File: config.mk
export PLATFORM = sky130hd
export DESIGN_NAME = clkDivModeCtl
export DESIGN_NICKNAME = d
export VERILOG_FILES = /design/src/rtl/clkDivPkg.sv /design/src/rtl/clkDivCtl.sv /design/src/rtl/clkDivPath.sv /design/src/rtl/clkDivModeCtl.sv
export SDC_FILE = /design/constraint.sdc
export NUM_CORES = 1
export LEC_CHECK = 0
export ABC_AREA = 1
export BUFFER_PORTS_ARGS = -buffer_cell sky130_fd_sc_hd__clkbuf_2
export CORE_ASPECT_RATIO = 1.2
export CORE_MARGIN = 1
export CORE_UTILIZATION = 45
export DETAILED_ROUTE_END_ITERATION = 7
export GPL_TIMING_DRIVEN = 1
export HOLD_SLACK_MARGIN = 0.1
export PLACE_DENSITY = 0.66
export SLEW_MARGIN = 20
export SYNTH_ARGS = -nofsm -noshare
export SYNTH_HDL_FRONTEND = slang
export SYNTH_SLANG_ARGS = --single-unit
File: constraint.sdc
create_clock -name clk -period 1.86 [get_ports clk]
set_input_delay 0 -clock clk [delete_from_list [all_inputs] [get_ports clk]]
set_output_delay 0 -clock clk [all_outputs]
set_load 0.03 [all_outputs]
File: src/rtl/clkDivPkg.sv
package clkDivPkg;
  typedef enum logic [1:0] {
    DIV_RSVD = 2'b00,
    DIV_FAST = 2'b01,
    DIV_MID  = 2'b10,
    DIV_SLOW = 2'b11
  } divMode_e;

  localparam int SW_BIT   = 0;
  localparam int XOFF_BIT = 1;
  localparam int DIV_LSB  = 2;

  typedef struct packed {
    divMode_e div;
    logic     restart;
    logic     xtalOn;
  } ctlStrobe_t;
endpackage

File: src/rtl/clkDivCtl.sv
module clkDivCtl
  import clkDivPkg::*;
#(
  parameter int REG_W = 8
) (
  input  logic             clk,
  input  logic             rstN,
  input  logic             wrEn,
  input  logic [REG_W-1:0] wrData,
  input  logic             ringSel,
  input  logic             intAck,
  input  logic             rxStartFall,
  input  logic             mcTick,
  output ctlStrobe_t       strobe,
  output logic [REG_W-1:0] rdData,
  output logic             xtalOff
);
  divMode_e divQ, divNext, wrDiv;
  logic swEnQ, swEnNext;
  logic xoffQ, xoffNext;
  logic pendQ, pendNext;
  logic legalWr, forceFast;

  always_comb begin
    wrDiv   = divMode_e'(wrData[DIV_LSB +: 2]);
    legalWr = wrEn && (wrDiv != DIV_RSVD) &&
              ((wrDiv == divQ) || (wrDiv == DIV_FAST) || (divQ == DIV_FAST));
    forceFast = (swEnQ && intAck) || (pendQ && mcTick);
    divNext = divQ;
    if (legalWr)   divNext = wrDiv;
    if (forceFast) divNext = DIV_FAST;
  end

  always_comb begin
    pendNext = pendQ;
    if (pendQ && mcTick)       pendNext = 1'b0;
    if (swEnQ && rxStartFall)  pendNext = 1'b1;
  end

  always_comb begin
    swEnNext = wrEn ? wrData[SW_BIT] : swEnQ;
    xoffNext = xoffQ;
    if (wrEn) begin
      if (!wrData[XOFF_BIT])  xoffNext = 1'b0;
      else if (ringSel)       xoffNext = 1'b1;
    end
  end

  always_ff @(posedge clk or negedge rstN) begin
    if (!rstN) begin
      divQ  <= DIV_FAST;
      swEnQ <= 1'b0;
      xoffQ <= 1'b0;
      pendQ <= 1'b0;
    end else begin
      divQ  <= divNext;
      swEnQ <= swEnNext;
      xoffQ <= xoffNext;
      pendQ <= pendNext;
    end
  end

  always_comb begin
    strobe.div     = divQ;
    strobe.restart = (divNext != divQ);
    strobe.xtalOn  = !xoffQ;
  end

  always_comb begin
    rdData                  = '0;
    rdData[DIV_LSB +: 2]    = divQ;
    rdData[SW_BIT]          = swEnQ;
    rdData[XOFF_BIT]        = xoffQ;
  end

  assign xtalOff = xoffQ;
endmodule

File: src/rtl/clkDivPath.sv
module clkDivPath
  import clkDivPkg::*;
#(
  parameter int BASE_LOG2   = 2,
  parameter int STEP_LOG2   = 4,
  parameter int TMR_DIV     = 3,
  parameter int SER_SLOW    = 16,
  parameter int SER_FAST    = 8,
  parameter int WARM_CYCLES = 65536
) (
  input  logic       clk,
  input  logic       rstN,
  input  ctlStrobe_t strobe,
  input  logic       timerMode,
  input  logic       serDouble,
  output logic       mcTick,
  output logic       timerTick,
  output logic       serTick,
  output logic       xtalReady
);
  localparam int MC_W   = BASE_LOG2 + 2 * STEP_LOG2;
  localparam int SUB_W  = $clog2(SER_SLOW + TMR_DIV + 1);
  localparam int WARM_W = $clog2(WARM_CYCLES);
  localparam int N_SUB  = 2;

  logic [MC_W-1:0] mcCnt, mcLast;

  always_comb begin
    case (strobe.div)
      DIV_MID:  mcLast = MC_W'((1 << (BASE_LOG2 + STEP_LOG2)) - 1);
      DIV_SLOW: mcLast = MC_W'((1 << (BASE_LOG2 + 2 * STEP_LOG2)) - 1);
      default:  mcLast = MC_W'((1 << BASE_LOG2) - 1);
    endcase
  end

  assign mcTick = (mcCnt == mcLast);

  always_ff @(posedge clk or negedge rstN) begin
    if (!rstN)                        mcCnt <= '0;
    else if (strobe.restart || mcTick) mcCnt <= '0;
    else                              mcCnt <= mcCnt + 1'b1;
  end

  logic [SUB_W-1:0] subLim [N_SUB];
  logic [N_SUB-1:0] subTick;

  assign subLim[0] = timerMode ? SUB_W'(1) : SUB_W'(TMR_DIV);
  assign subLim[1] = serDouble ? SUB_W'(SER_FAST) : SUB_W'(SER_SLOW);

  for (genvar g = 0; g < N_SUB; g++) begin : gSub
    logic [SUB_W-1:0] cnt;
    logic wrap;
    assign wrap = (cnt >= subLim[g] - 1'b1);
    always_ff @(posedge clk or negedge rstN) begin
      if (!rstN)               cnt <= '0;
      else if (strobe.restart) cnt <= '0;
      else if (mcTick)         cnt <= wrap ? '0 : cnt + 1'b1;
    end
    assign subTick[g] = mcTick & wrap;
  end

  assign timerTick = subTick[0];
  assign serTick   = subTick[1];

  logic [WARM_W-1:0] warmCnt;
  logic readyQ;

  always_ff @(posedge clk or negedge rstN) begin
    if (!rstN) begin
      warmCnt <= '0;
      readyQ  <= 1'b0;
    end else if (!strobe.xtalOn) begin
      warmCnt <= '0;
      readyQ  <= 1'b0;
    end else if (!readyQ) begin
      if (warmCnt == WARM_W'(WARM_CYCLES - 1)) readyQ <= 1'b1;
      else                                     warmCnt <= warmCnt + 1'b1;
    end
  end

  assign xtalReady = readyQ;
endmodule

File: src/rtl/clkDivModeCtl.sv
module clkDivModeCtl
  import clkDivPkg::*;
#(
  parameter int REG_W       = 8,
  parameter int BASE_LOG2   = 2,
  parameter int STEP_LOG2   = 4,
  parameter int TMR_DIV     = 3,
  parameter int SER_SLOW    = 16,
  parameter int SER_FAST    = 8,
  parameter int WARM_CYCLES = 65536
) (
  input  logic             clk,
  input  logic             rstN,
  input  logic             wrEn,
  input  logic [REG_W-1:0] wrData,
  output logic [REG_W-1:0] rdData,
  input  logic             ringSel,
  input  logic             timerMode,
  input  logic             serDouble,
  input  logic             intAck,
  input  logic             rxStartFall,
  output logic             mcTick,
  output logic             timerTick,
  output logic             serTick,
  output logic             xtalOff,
  output logic             xtalReady
);
  ctlStrobe_t strobe;

  clkDivCtl #(.REG_W(REG_W)) uCtl (
    .clk(clk), .rstN(rstN), .wrEn(wrEn), .wrData(wrData),
    .ringSel(ringSel), .intAck(intAck), .rxStartFall(rxStartFall),
    .mcTick(mcTick), .strobe(strobe), .rdData(rdData), .xtalOff(xtalOff)
  );

  clkDivPath #(
    .BASE_LOG2(BASE_LOG2), .STEP_LOG2(STEP_LOG2), .TMR_DIV(TMR_DIV),
    .SER_SLOW(SER_SLOW), .SER_FAST(SER_FAST), .WARM_CYCLES(WARM_CYCLES)
  ) uPath (
    .clk(clk), .rstN(rstN), .strobe(strobe),
    .timerMode(timerMode), .serDouble(serDouble),
    .mcTick(mcTick), .timerTick(timerTick), .serTick(serTick),
    .xtalReady(xtalReady)
  );
endmodule

==> flow_metrics.env <==
export IMPL_num_fill_cells=480
export IMPL_synth_edf_count=0
export IMPL_synth_area_leaders="dfrtp_1 42%, nand2_1 12%, nor2_1 6.9%"
export IMPL_yosysSeqAreaShare=0.428
export IMPL_htreeDepth=2
export IMPL_dp_hpwl_microns=3770
export IMPL_antenna_found_initial=0
export IMPL_num_rows=29
export IMPL_place_gp_congestion=0.892
export IMPL_tritoncts="built"
export IMPL_synth_common_cells="77 x nand2_1, 45 x nor2_1, 41 x dfrtp_1, 32 x inv_1, 22 x nand3_1"
export IMPL_syn_to_final_growth_pct=19.8
export IMPL_first_pass_iters=4
export IMPL_outcome="completed"
export IMPL_multi_input_area_sq_um=1310
export IMPL_vias=2175
export IMPL_maxCapViolations=0
export IMPL_final_cell_area_sq_um=2950
export IMPL_power_density_nw_per_um2=780
export IMPL_grt_max_degree=19
export IMPL_crit_path_end_kind="primary output"
export IMPL_yosysMostFrequentCell="nand2_1"
export IMPL_critPathRequiredTime_ns=1.86
export IMPL_fin_crit_sh=0.945
export IMPL_cp_data_arrival_time_ns=1.76
export IMPL_wl_microns=5280
export IMPL_path_clk_slew_ns=0.09
export IMPL_syn_area_sq_um=2460
export IMPL_place_area_sq_um=2650
export IMPL_grt_pass1_vias=2100
export IMPL_p_leak_uw=0.00138
export IMPL_dieHeight_microns=83.0
export IMPL_overflow=0
export IMPL_synth_top_cell_area_share=0.417
export IMPL_fp_dieW_microns=69.5
export IMPL_ys_types=34
export IMPL_grt_pass1_wl_microns=8980
export IMPL_final_setup_viol_count=0
export IMPL_drt_iter0_markers=79
export IMPL_slew_violations=0
export IMPL_die_area_sq_um=5770
export IMPL_highest_layer="met4"
export IMPL_finalHoldViolations=0
export IMPL_r2r_cells=11
export IMPL_hp_class="input port to register"
export IMPL_coreArea_sq_um=5260
export IMPL_cp_start_kind="register"
export IMPL_wl_per_cell_microns=12.5
export IMPL_worstHoldPathCells=4
export IMPL_ys_flop_type="dfrtp_1"
export IMPL_finalNetCount=383
export IMPL_met3_length_microns=164
export IMPL_clock_tree_buffer_depth=2
export IMPL_via_per_inst=5.13
export IMPL_cts_sinks=42
export IMPL_rsz0062_at_grt="true"
export IMPL_ant_nets=0
export IMPL_register_area_sq_um=1050
export IMPL_m1WireLength_microns=2240
export IMPL_async_flop_share=1.00
export IMPL_port_buffers=20
export IMPL_cts_root_buf="clkbuf_8"
export IMPL_syn_inst=320
export IMPL_synth_avg_cell_area_sq_um=7.69
export IMPL_synth_seq_cells=42
export IMPL_ir_worst_vdd_mv=0.425
export IMPL_ys_warn_count=0
export IMPL_postLayoutCoreUtil=0.560
export IMPL_finalCriticalPeriod_ns=1.76
export IMPL_worst_setup_path_type="register to primary output"
export IMPL_grtUsageTotal=0.194
export IMPL_diodes=0
export IMPL_fin_skew_ns=0.0145
export IMPL_drive_gt1_frac=0.182
export IMPL_crit_fanout=6
export IMPL_max_freq_ghz=0.569
export IMPL_io_pins=29
export IMPL_cts_buffers=5
export IMPL_dr_wl_met2_microns=2750
export IMPL_drc=0
export IMPL_clk_insertion_delay_late_ns=0.30
export IMPL_start_util=0.468
export IMPL_synth_area_leader_cell="dfrtp_1"
## through the flow
step	worst slack, ns	power [uW]	hold WS, ns	TNS [ns]	cells
2_1_floorplan	-0.0324	1440	-0.296	-0.0548	323
3_3_place_gp	0.0904	1560	-0.0368	0	405
3_5_place_dp	0.00307	1560	-0.0323	0	405
4_1_cts	0.00520	2220	0.106	0	422
5_1_grt	-0.0281	2440	0.143	-0.123	424
6_report	0.103	2300	0.113	0	424
## where the power goes
part	switching [uW]	internal, uW
Combinational	404	217
Clock	348	269
Sequential	80.1	982
Total	832	1470
## final timing paths
check / slack, ns / from / end
max: 0.10 / uCtl.divQ[0]$_DFF_PN1_ / timerTick
min: 0.11 / wrEn / uCtl.xtalOff$_DFFE_PN0P_
max reg2reg: 0.14 / uCtl.divQ[0]$_DFF_PN1_ / uPath.gSub[1].cnt[3]$_DFFE_PN0P_
min reg2reg: 0.46 / uPath.mcCnt[0]$_DFF_PN0_ / uPath.mcCnt[0]$_DFF_PN0_
max in group asynchronous: 1.10 / rstN / uCtl.divQ[0]$_DFF_PN1_
min in group asynchronous: 0.17 / rstN / uPath.mcCnt[7]$_DFF_PN0_
## cells by family (layout without fill, tap and decap cells)
kind of cell,count (synthesis),after routing,synth area share
and+or+nand+nor,177,178,0.330
buffers and inverters,47,85,0.0870
DFF,42,42,0.428
AOI/OAI and AO/OA,32,32,0.0702
xor gates and xnor gates,15,15,0.0534
adders and majority gates,6,6,0.0305
other,1,4,0.00152
## critical path, cell delays in order (launching register included)
cell and delay (ns):
dfstp_2 0.57, nand2_4 0.08, nor2_4 0.10, nand2_1 0.06, nand2_2 0.12, nand3_4 0.10, buf_6 0.16, nor2_1 0.09
buf_4 0.16
## state kept, by name, indices dropped and copies added, names as in the netlist
signal	flops
uPath.warmCnt	16
uPath.mcCnt	10
uCtl.divQ	2
uPath.xtalReady	1
uCtl.xtalOff	1
uPath.gSub.cnt	10
uCtl.swEnQ	1
uCtl.pendQ	1
## routing by layer
layer,GRT usage,vias to the layer above
li1,-,1112
met1,0.223,1001
met2,0.357,49
met3,0.0340,13
met4,0.0686,0
met5,0,-
## cell type report
class	instances	share of cell area
clock buffers	5	0.0233
clock inverters	3	0.00806
inverters	38	0.0492
multi-input cells	235	0.445
flip-flops and latches	42	0.357
well taps	62	0.0263
repair buffers	39	0.0913
## repair_timing
action                     CTS  global route
hold buffers                 8             0
setup buffers                1             1
pin swaps                    0             5
gates cloned                 0             1
setup endpoints to repair    5            38
hold endpoints to repair    46             0
gates resized for setup      3            21
## cell usage in the layout (no fill, tap or decap), drive strengths merged
master | Yosys | layout
nand2 | 79 | 79
nor2 | 47 | 47
dfrtp | 41 | 41
inv | 37 | 38
nand3 | 25 | 26
clkbuf | 1 | 24
o21ai | 15 | 15
xor2 | 14 | 14
nand4 | 14 | 14
buf | 8 | 12
a21oi | 11 | 11
dlygate4sd3 | 0 | 8
nor3 | 7 | 7
ha | 6 | 6
conb | 1 | 4
nor4 | 3 | 3
o22ai | 2 | 2
nand3b | 2 | 2
clkinvlp | 0 | 2
xnor2 | 1 | 1
a211oi | 1 | 1
clkinv | 1 | 1
a31oi | 1 | 1
a21o | 1 | 1
a22o | 1 | 1
dfstp | 1 | 1
No activity file was read; power rests on OpenSTA's default activity.
